**src/rtl/iq_pkg.sv**
```systemverilog
package iq_pkg;
  localparam int unsigned IQ_DEPTH   = 16;
  localparam int unsigned IQ_TAG_W   = 6;
  localparam int unsigned IQ_OP_W    = 8;
  localparam int unsigned IQ_NUM_WB  = 3;
  localparam int unsigned IQ_NUM_ISS = 2;
endpackage

```
**src/rtl/iq_wakeup.sv**
```systemverilog
module iq_wakeup #(
  parameter int unsigned TAG_W  = iq_pkg::IQ_TAG_W,
  parameter int unsigned NUM_WB = iq_pkg::IQ_NUM_WB
) (
  input  logic [TAG_W-1:0]        tag_i,
  input  logic                    rdy_i,
  input  logic [NUM_WB-1:0]       wb_valid_i,
  input  logic [NUM_WB*TAG_W-1:0] wb_tag_i,
  output logic                    rdy_o
);
  logic [NUM_WB-1:0] hit;

  for (genvar w = 0; w < NUM_WB; w++) begin : g_lane
    assign hit[w] = wb_valid_i[w] && (wb_tag_i[w*TAG_W +: TAG_W] == tag_i);
  end

  assign rdy_o = rdy_i | (|hit);
endmodule

```
**src/rtl/iq_select.sv**
```systemverilog
module iq_select #(
  parameter int unsigned DEPTH   = iq_pkg::IQ_DEPTH,
  parameter int unsigned NUM_ISS = iq_pkg::IQ_NUM_ISS,
  localparam int unsigned IDX_W  = $clog2(DEPTH)
) (
  input  logic [DEPTH-1:0]         req_i,
  output logic [NUM_ISS*DEPTH-1:0] gnt_o,
  output logic [NUM_ISS-1:0]       vld_o,
  output logic [NUM_ISS*IDX_W-1:0] idx_o
);
  logic [NUM_ISS:0][DEPTH-1:0] rem;

  assign rem[0] = req_i;

  // each stage takes the lowest (oldest) remaining request
  for (genvar p = 0; p < NUM_ISS; p++) begin : g_stage
    logic [DEPTH-1:0] gnt;
    logic [IDX_W-1:0] idx;

    assign gnt        = rem[p] & (~rem[p] + DEPTH'(1));
    assign rem[p+1]   = rem[p] & ~gnt;
    assign vld_o[p]   = |rem[p];
    assign gnt_o[p*DEPTH +: DEPTH] = gnt;

    always_comb begin
      idx = '0;
      for (int i = 0; i < DEPTH; i++) begin
        if (gnt[i]) idx = IDX_W'(i);
      end
    end

    assign idx_o[p*IDX_W +: IDX_W] = idx;
  end
endmodule

```
**src/rtl/iq_compact.sv**
```systemverilog
module iq_compact #(
  parameter int unsigned DEPTH   = iq_pkg::IQ_DEPTH,
  parameter int unsigned NUM_ISS = iq_pkg::IQ_NUM_ISS,
  localparam int unsigned OFF_W  = $clog2(NUM_ISS + 1),
  localparam int unsigned CNT_W  = $clog2(DEPTH + 1)
) (
  input  logic [DEPTH-1:0]       keep_i,
  output logic [DEPTH*OFF_W-1:0] off_o,
  output logic [DEPTH-1:0]       vld_o,
  output logic [CNT_W-1:0]       cnt_o
);
  logic [DEPTH-1:0][CNT_W-1:0] shift;
  logic [DEPTH-1:0][NUM_ISS:0] match;
  logic [CNT_W-1:0]            run;

  // holes below a survivor = distance it slides; occupancy is contiguous
  always_comb begin
    run   = '0;
    cnt_o = '0;
    for (int k = 0; k < DEPTH; k++) begin
      shift[k] = run;
      if (keep_i[k]) cnt_o = cnt_o + CNT_W'(1);
      else           run   = run + CNT_W'(1);
    end
  end

  for (genvar j = 0; j < DEPTH; j++) begin : g_slot
    logic [OFF_W-1:0] off;

    for (genvar o = 0; o <= NUM_ISS; o++) begin : g_off
      if (j + o < DEPTH) begin : g_in
        assign match[j][o] = keep_i[j+o] && (shift[j+o] == CNT_W'(o));
      end else begin : g_out
        assign match[j][o] = 1'b0;
      end
    end

    always_comb begin
      off = '0;
      for (int o = 0; o <= NUM_ISS; o++) begin
        if (match[j][o]) off = OFF_W'(o);
      end
    end

    assign off_o[j*OFF_W +: OFF_W] = off;
    assign vld_o[j]                = |match[j];
  end
endmodule

```
**src/rtl/iq_collapse.sv**
```systemverilog
module iq_collapse #(
  parameter int unsigned DEPTH   = iq_pkg::IQ_DEPTH,
  parameter int unsigned TAG_W   = iq_pkg::IQ_TAG_W,
  parameter int unsigned OP_W    = iq_pkg::IQ_OP_W,
  parameter int unsigned NUM_WB  = iq_pkg::IQ_NUM_WB,
  parameter int unsigned NUM_ISS = iq_pkg::IQ_NUM_ISS
) (
  input  logic                     clk_i,
  input  logic                     rst_ni,
  input  logic                     flush_i,
  input  logic                     disp_valid_i,
  input  logic [OP_W-1:0]          disp_op_i,
  input  logic [TAG_W-1:0]         disp_dst_i,
  input  logic [TAG_W-1:0]         disp_src1_i,
  input  logic                     disp_rdy1_i,
  input  logic [TAG_W-1:0]         disp_src2_i,
  input  logic                     disp_rdy2_i,
  input  logic [NUM_WB-1:0]        wb_valid_i,
  input  logic [NUM_WB*TAG_W-1:0]  wb_tag_i,
  output logic                     full_o,
  output logic [NUM_ISS-1:0]       iss_valid_o,
  output logic [NUM_ISS*OP_W-1:0]  iss_op_o,
  output logic [NUM_ISS*TAG_W-1:0] iss_dst_o,
  output logic [NUM_ISS*TAG_W-1:0] iss_src1_o,
  output logic [NUM_ISS*TAG_W-1:0] iss_src2_o
);
  localparam int unsigned IDX_W = $clog2(DEPTH);
  localparam int unsigned OFF_W = $clog2(NUM_ISS + 1);
  localparam int unsigned CNT_W = $clog2(DEPTH + 1);
  localparam int unsigned PAD   = DEPTH + NUM_ISS;

  typedef struct packed {
    logic [OP_W-1:0]  op;
    logic [TAG_W-1:0] dst;
    logic [TAG_W-1:0] s1;
    logic [TAG_W-1:0] s2;
    logic             r1;
    logic             r2;
  } ent_t;

  logic [DEPTH-1:0]         vld_q, vld_d, req, keep, gnt_any, cvld;
  ent_t                     ent_q [DEPTH];
  ent_t                     nxt   [DEPTH];
  ent_t                     woke  [PAD];
  ent_t                     disp_ent;
  logic [DEPTH-1:0]         wk_r1, wk_r2;
  logic                     dp_r1, dp_r2, disp_go;
  logic [NUM_ISS*DEPTH-1:0] gnt_flat;
  logic [NUM_ISS-1:0]       sel_vld;
  logic [NUM_ISS*IDX_W-1:0] sel_idx;
  logic [DEPTH*OFF_W-1:0]   off;
  logic [CNT_W-1:0]         surv_cnt;

  // ---- wakeup ----
  for (genvar i = 0; i < DEPTH; i++) begin : g_wake
    iq_wakeup #(.TAG_W(TAG_W), .NUM_WB(NUM_WB)) u_wk1 (
      .tag_i(ent_q[i].s1), .rdy_i(ent_q[i].r1),
      .wb_valid_i(wb_valid_i), .wb_tag_i(wb_tag_i), .rdy_o(wk_r1[i]));
    iq_wakeup #(.TAG_W(TAG_W), .NUM_WB(NUM_WB)) u_wk2 (
      .tag_i(ent_q[i].s2), .rdy_i(ent_q[i].r2),
      .wb_valid_i(wb_valid_i), .wb_tag_i(wb_tag_i), .rdy_o(wk_r2[i]));

    always_comb begin
      woke[i]    = ent_q[i];
      woke[i].r1 = wk_r1[i];
      woke[i].r2 = wk_r2[i];
    end

    assign req[i] = vld_q[i] & ent_q[i].r1 & ent_q[i].r2;
  end

  for (genvar i = DEPTH; i < PAD; i++) begin : g_pad
    assign woke[i] = '0;
  end

  iq_wakeup #(.TAG_W(TAG_W), .NUM_WB(NUM_WB)) u_dwk1 (
    .tag_i(disp_src1_i), .rdy_i(disp_rdy1_i),
    .wb_valid_i(wb_valid_i), .wb_tag_i(wb_tag_i), .rdy_o(dp_r1));
  iq_wakeup #(.TAG_W(TAG_W), .NUM_WB(NUM_WB)) u_dwk2 (
    .tag_i(disp_src2_i), .rdy_i(disp_rdy2_i),
    .wb_valid_i(wb_valid_i), .wb_tag_i(wb_tag_i), .rdy_o(dp_r2));

  assign disp_ent = '{op: disp_op_i, dst: disp_dst_i, s1: disp_src1_i,
                      s2: disp_src2_i, r1: dp_r1, r2: dp_r2};

  // ---- select ----
  iq_select #(.DEPTH(DEPTH), .NUM_ISS(NUM_ISS)) u_sel (
    .req_i(req), .gnt_o(gnt_flat), .vld_o(sel_vld), .idx_o(sel_idx));

  always_comb begin
    gnt_any = '0;
    for (int p = 0; p < NUM_ISS; p++) gnt_any = gnt_any | gnt_flat[p*DEPTH +: DEPTH];
  end

  assign iss_valid_o = sel_vld & {NUM_ISS{~flush_i}};

  always_comb begin
    for (int p = 0; p < NUM_ISS; p++) begin
      iss_op_o  [p*OP_W  +: OP_W]  = ent_q[sel_idx[p*IDX_W +: IDX_W]].op;
      iss_dst_o [p*TAG_W +: TAG_W] = ent_q[sel_idx[p*IDX_W +: IDX_W]].dst;
      iss_src1_o[p*TAG_W +: TAG_W] = ent_q[sel_idx[p*IDX_W +: IDX_W]].s1;
      iss_src2_o[p*TAG_W +: TAG_W] = ent_q[sel_idx[p*IDX_W +: IDX_W]].s2;
    end
  end

  // ---- compaction and insertion ----
  assign keep    = vld_q & ~gnt_any;
  assign full_o  = vld_q[DEPTH-1];  // occupancy is contiguous from slot 0
  assign disp_go = disp_valid_i & ~full_o & ~flush_i;

  iq_compact #(.DEPTH(DEPTH), .NUM_ISS(NUM_ISS)) u_cmp (
    .keep_i(keep), .off_o(off), .vld_o(cvld), .cnt_o(surv_cnt));

  for (genvar j = 0; j < DEPTH; j++) begin : g_next
    logic ins;
    assign ins      = disp_go && (surv_cnt == CNT_W'(j));
    assign vld_d[j] = cvld[j] | ins;

    always_comb begin
      nxt[j] = woke[j];
      for (int o = 1; o <= NUM_ISS; o++) begin
        if (off[j*OFF_W +: OFF_W] == OFF_W'(o)) nxt[j] = woke[j+o];
      end
      if (ins) nxt[j] = disp_ent;
    end
  end

  always_ff @(posedge clk_i or negedge rst_ni) begin
    if (!rst_ni)      vld_q <= '0;
    else if (flush_i) vld_q <= '0;
    else              vld_q <= vld_d;
  end

  always_ff @(posedge clk_i) begin
    for (int j = 0; j < DEPTH; j++) ent_q[j] <= nxt[j];
  end
endmodule

```
**config.mk**
```make
export PLATFORM = sky130hd
export DESIGN_NAME = iq_collapse
export DESIGN_NICKNAME = d
export VERILOG_FILES = /design/src/rtl/iq_pkg.sv /design/src/rtl/iq_wakeup.sv /design/src/rtl/iq_select.sv /design/src/rtl/iq_compact.sv /design/src/rtl/iq_collapse.sv
export SDC_FILE = /design/constraint.sdc
export NUM_CORES = 2
export LEC_CHECK = 0
export BUFFER_PORTS_ARGS = -buffer_cell sky130_fd_sc_hd__buf_2
export CAP_MARGIN = 20
export CORE_UTILIZATION = 32
export CTS_CLUSTER_DIAMETER = 80
export CTS_CLUSTER_SIZE = 14
export DETAILED_ROUTE_END_ITERATION = 10
export HOLD_SLACK_MARGIN = 0.05
export PLACE_DENSITY = 0.47
export REMOVE_ABC_BUFFERS = 1
export SYNTH_ARGS = -nofsm -noshare
export SYNTH_HDL_FRONTEND = slang
export SYNTH_SLANG_ARGS = --single-unit
export TNS_END_PERCENT = 20
```
**constraint.sdc**
```tcl
create_clock -name clk_i -period 10.95 [get_ports clk_i]
set_clock_uncertainty 0.05 [all_clocks]
set_input_delay 1.6425 -clock clk_i [delete_from_list [all_inputs] [get_ports clk_i]]
set_output_delay 1.6425 -clock clk_i [all_outputs]
set_load 0.005 [all_outputs]
```
==> metrics.md <==
| Metric | Value |
|---|---|
| Kind of start point of the critical path | flop |
| Worst rel slew slack | 23.7% |
| Pwr per Cell Area | around 110 nW/um^2 |
| Synthesized area divided by synthesized cell count | a little over 8 um^2 |
| Multiplexer area fraction after synthesis | between 10% and 20% |
| Synthesized-area fraction occupied by adder cells | around 1.9% |
| Final Hold Viols | 0 |
| Latest clock arrival within the worst-skew pair | around 0.63 ns |
| Vias after detailed routing | ~41000 |
| Global placement routability congestion | roughly 0.85 |
| Metal1 wirelength | slightly below 80000 um |
| Tightest Pin Transition | 1.14 ns |
| Drt first pass iters | 6 |
| Largest net degree at the start of global routing | between 150 and 200 |
| Total Neg Setup Slack | 0 ns |
| Antenna diode instance count | 0 |
| Filler-free cell count of the finished design | 6875 |
| Most common cell after layout, fill and taps aside | sky130_fd_sc_hd__nand2_1 |
| GRT Util Overall | 25.0% |
| Time the worst path needs with I/O delays and setup | approximately 10 ns |
| CP max-delay cell | sky130_fd_sc_hd__fa_1 |
| Area of the core | ~140000 um^2 |
| Horizontal die dimension | 375 um |
| Layout area overhead | 9.61% |
| Initial DRC Count | about 3400 |
| Number of enable flip-flop cells after synthesis | ~420 |
| Worst setup EP type | flop |
| Met3 wirelength from detailed routing | roughly 11000 um |
| Highest routed layer | met5 |
| Maximum fanout along the worst path | 15 |
| Primary FF master, synth | sky130_fd_sc_hd__edfxtp_1 |
| Compound-cell area share of the yosys netlist | 17.6% |
| Kind of path behind the tightest hold check | flop to flop |
| Final clock period utilization by the worst path | between 90 and 100% |
| Most frequent cell on the critical path | sky130_fd_sc_hd__ha_1 |
| Vias in the first global route | slightly below 40000 |
| Max-cap viol count | 0 |
| CP Class | flop to flop |
| Count of nets after finishing | 5168 |
| TritonCTS clock tree | yes |
| Simple-gate portion of the synthesized area | a little under a fifth |
| Number of setup violations in the final report | 0 |
| Estimated wirelength of the detail-placed design | approximately 130000 um |
| Share of the synthesized netlist area taken by xor and xnor gates | 13.8% |
| GR Overflow Total | 0 |
| Final cell utilization of the core | a little over a third |
| Worst hold path stage count | 1 |
| Number of antenna violations at the first check in global routing | 2 |
| Number of different library cells in the post-synthesis netlist | 97 |
| Largest voltage drop on the vdd net | ~0.00014 V |
| Clk slew on worst S/H paths | about 0.070 ns |
| IO Count | between 100 and 150 |
| Pre-CTS setup slack | between 0.2 and 0.3 ns |
| Number of sinks handled by clock tree synthesis | 464 |
| # H-tree levels | 2 |
| Most used cells in the layout excluding fill and tap cells | 877 x sky130_fd_sc_hd__nand2_1, 416 x sky130_fd_sc_hd__edfxtp_1, 338 x sky130_fd_sc_hd__xnor2_1, 320 x sky130_fd_sc_hd__xor2_1, 264 x sky130_fd_sc_hd__a211oi_1 |
| Result of the run | complete, no violations |
| Static leakage power | 18.8 nW |
| Die area | 140000 um^2 |
| Number of buffers created by CTS | between 40 and 50 |
| Met2 Routed Length | 88300 um |
| Sequential element share of the synthesized area | between 30% and 40% |
| Remaining design rule violation count | 0 |
| Post-synthesis register bit count | ~460 |
| Proportion of layout cells with a drive suffix above 1 | between 10% and 20% |
| Total number of yosys warnings | 0 |
| Async set or reset register ratio after synthesis | under 10% |
| Critical path required time | 11.24 ns |
| Post-route worst setup slack | approximately 0.50 ns |
| Area of the mapped netlist | between 40000 and 50000 um^2 |
| Effective utilization at floorplan | 32.3% |
| Die span in y | 375 um |
| Post-detailed-route via-to-cell ratio | a little under 6 |
| Synthesized instance count | between 5000 and 6000 |
| Input/output buffers | 107 |
| Largest family of logic cells by synthesized area | simple AND/OR/NAND/NOR gates |
| Hold bufs inserted after CTS | 0 |
| Final routed wire length divided by cell count | between 20 and 30 um |
| Total placed cells including tap cells | ~6800 |
| Maximum buffer depth of the clock tree | 3 |
| Reg2Reg Depth | slightly above 60 |
| Std-Cell Rows | roughly 140 |
| Number of pins exceeding their max-slew limit in the final report | 0 |
| Detailed-route wire length | 186000 um |
| Max Clock Freq | roughly 96 MHz |
| Signal arrival time at the worst endpoint | 10.74 ns |
| Root buffer cell | sky130_fd_sc_hd__clkbuf_16 |
| Max stage delay on crit path | about 0.57 ns |
| First-pass GRT wire length | about 270000 um |
| Number of nets still failing antenna checks after routing | 0 |
## state kept, by name (all words and copies together) (netlist names)
signal / count
ent_q: 448
vld_q: 16
## critical path, delay by kind of cell, from the launching register on
kind | cells | cell delay (ns)
AND/OR/NAND/NOR | 25 | 2.28
AO/OA/AOI/OAI | 11 | 1.59
buffers and inverters | 9 | 1.08
multiplexers | 1 | 0.29
adder cells (fa/ha/maj) | 14 | 4.14
XOR/XNOR | 1 | 0.31
flip-flops | 1 | 0.39
## per-layer routing
metal	global-route usage (%)	vias up
li1	-	18500
met1	31.6	20220
met2	42.9	1523
met3	2.39	376
met4	11.2	2
met5	0	-
## final cells by class
cell class | instances | area, um^2
fill | 14194 | 89000
multi-input combinational | 4098 | 28100
sequential | 464 | 13500
timing repair buffer | 302 | 2830
tap | 1794 | 2240
clock buffer | 57 | 1270
inverter | 139 | 522
clock inverter | 21 | 206
## cell families after synthesis
family / Yosys count
adder cells (fa/ha/maj): 67
buffers and inverters: 817
XOR/XNOR: 678
multiplexers: 424
flip-flops: 464
AO/OA/AOI/OAI: 1161
AND/OR/NAND/NOR: 1768
## what timing repair did
action | CTS | global route
hold endpoints to repair | 0 | 0
buffers inserted | 0 | 30
gates resized for setup | 0 | 55
endpoints found under the setup margin | 0 | 853
## synth_stat cells (all sizes together) (6+ instances only)
library cell,count,share of area (%)
and2,240,3.4
or2,6,0.085
xor2,326,6.5
dfxtp,32,1.4
a31oi,131,1.9
a22o,31,0.61
nand2,886,7.5
nor3,22,0.25
clkbuf,530,4.5
buf,148,1.4
xnor2,345,6.9
xnor3,7,0.36
o41ai,7,0.15
nor4,123,1.8
and3,56,0.79
mux2,228,5.8
or4,12,0.20
a311oi,107,2.1
edfxtp,416,28
o31ai,7,0.12
nand2b,6,0.085
a21o,7,0.12
nand4,127,1.8
o21ai,243,2.7
a21oi,196,2.2
nor2,107,0.90
o31a,6,0.12
mux2i,196,4.4
nand3,156,1.8
dfrtp,16,0.90
a22oi,95,1.6
ha,62,1.7
o211ai,7,0.12
inv,139,1.2
a211oi,266,4.5
## final timing paths
path                                    start            end  slack (ns)
worst max-delay path              ent_q[1][0]  ent_q[11][19]        0.50
worst min register to register  ent_q[15][27]  ent_q[14][27]        0.56
max in group asynchronous              rst_ni       vld_q[1]        9.61
worst min-delay path            ent_q[15][27]  ent_q[14][27]        0.56
worst max register to register    ent_q[1][0]  ent_q[11][19]        0.50
min in group asynchronous              rst_ni      vld_q[12]        0.90
## through the flow
| stage | hold WS [ns] | area [um^2] | power (mW) |
|---|---|---|---|
| after floorplan | 0.457 | 41800 | 3.19 |
| after global placement | 0.552 | 46300 | 3.85 |
| after detailed placement | 0.549 | 46300 | 3.86 |
| after CTS | 0.568 | 47800 | 5.56 |
| after global routing | 0.589 | 48700 | 5.83 |
| final | 0.564 | 48700 | 5.58 |
## power by group
group          internal [mW]  switching [mW]
clock                  0.896           0.804
sequential              1.97          0.0883
combinational          0.653            1.18
Note: power is estimated with default switching activity, not from simulation.
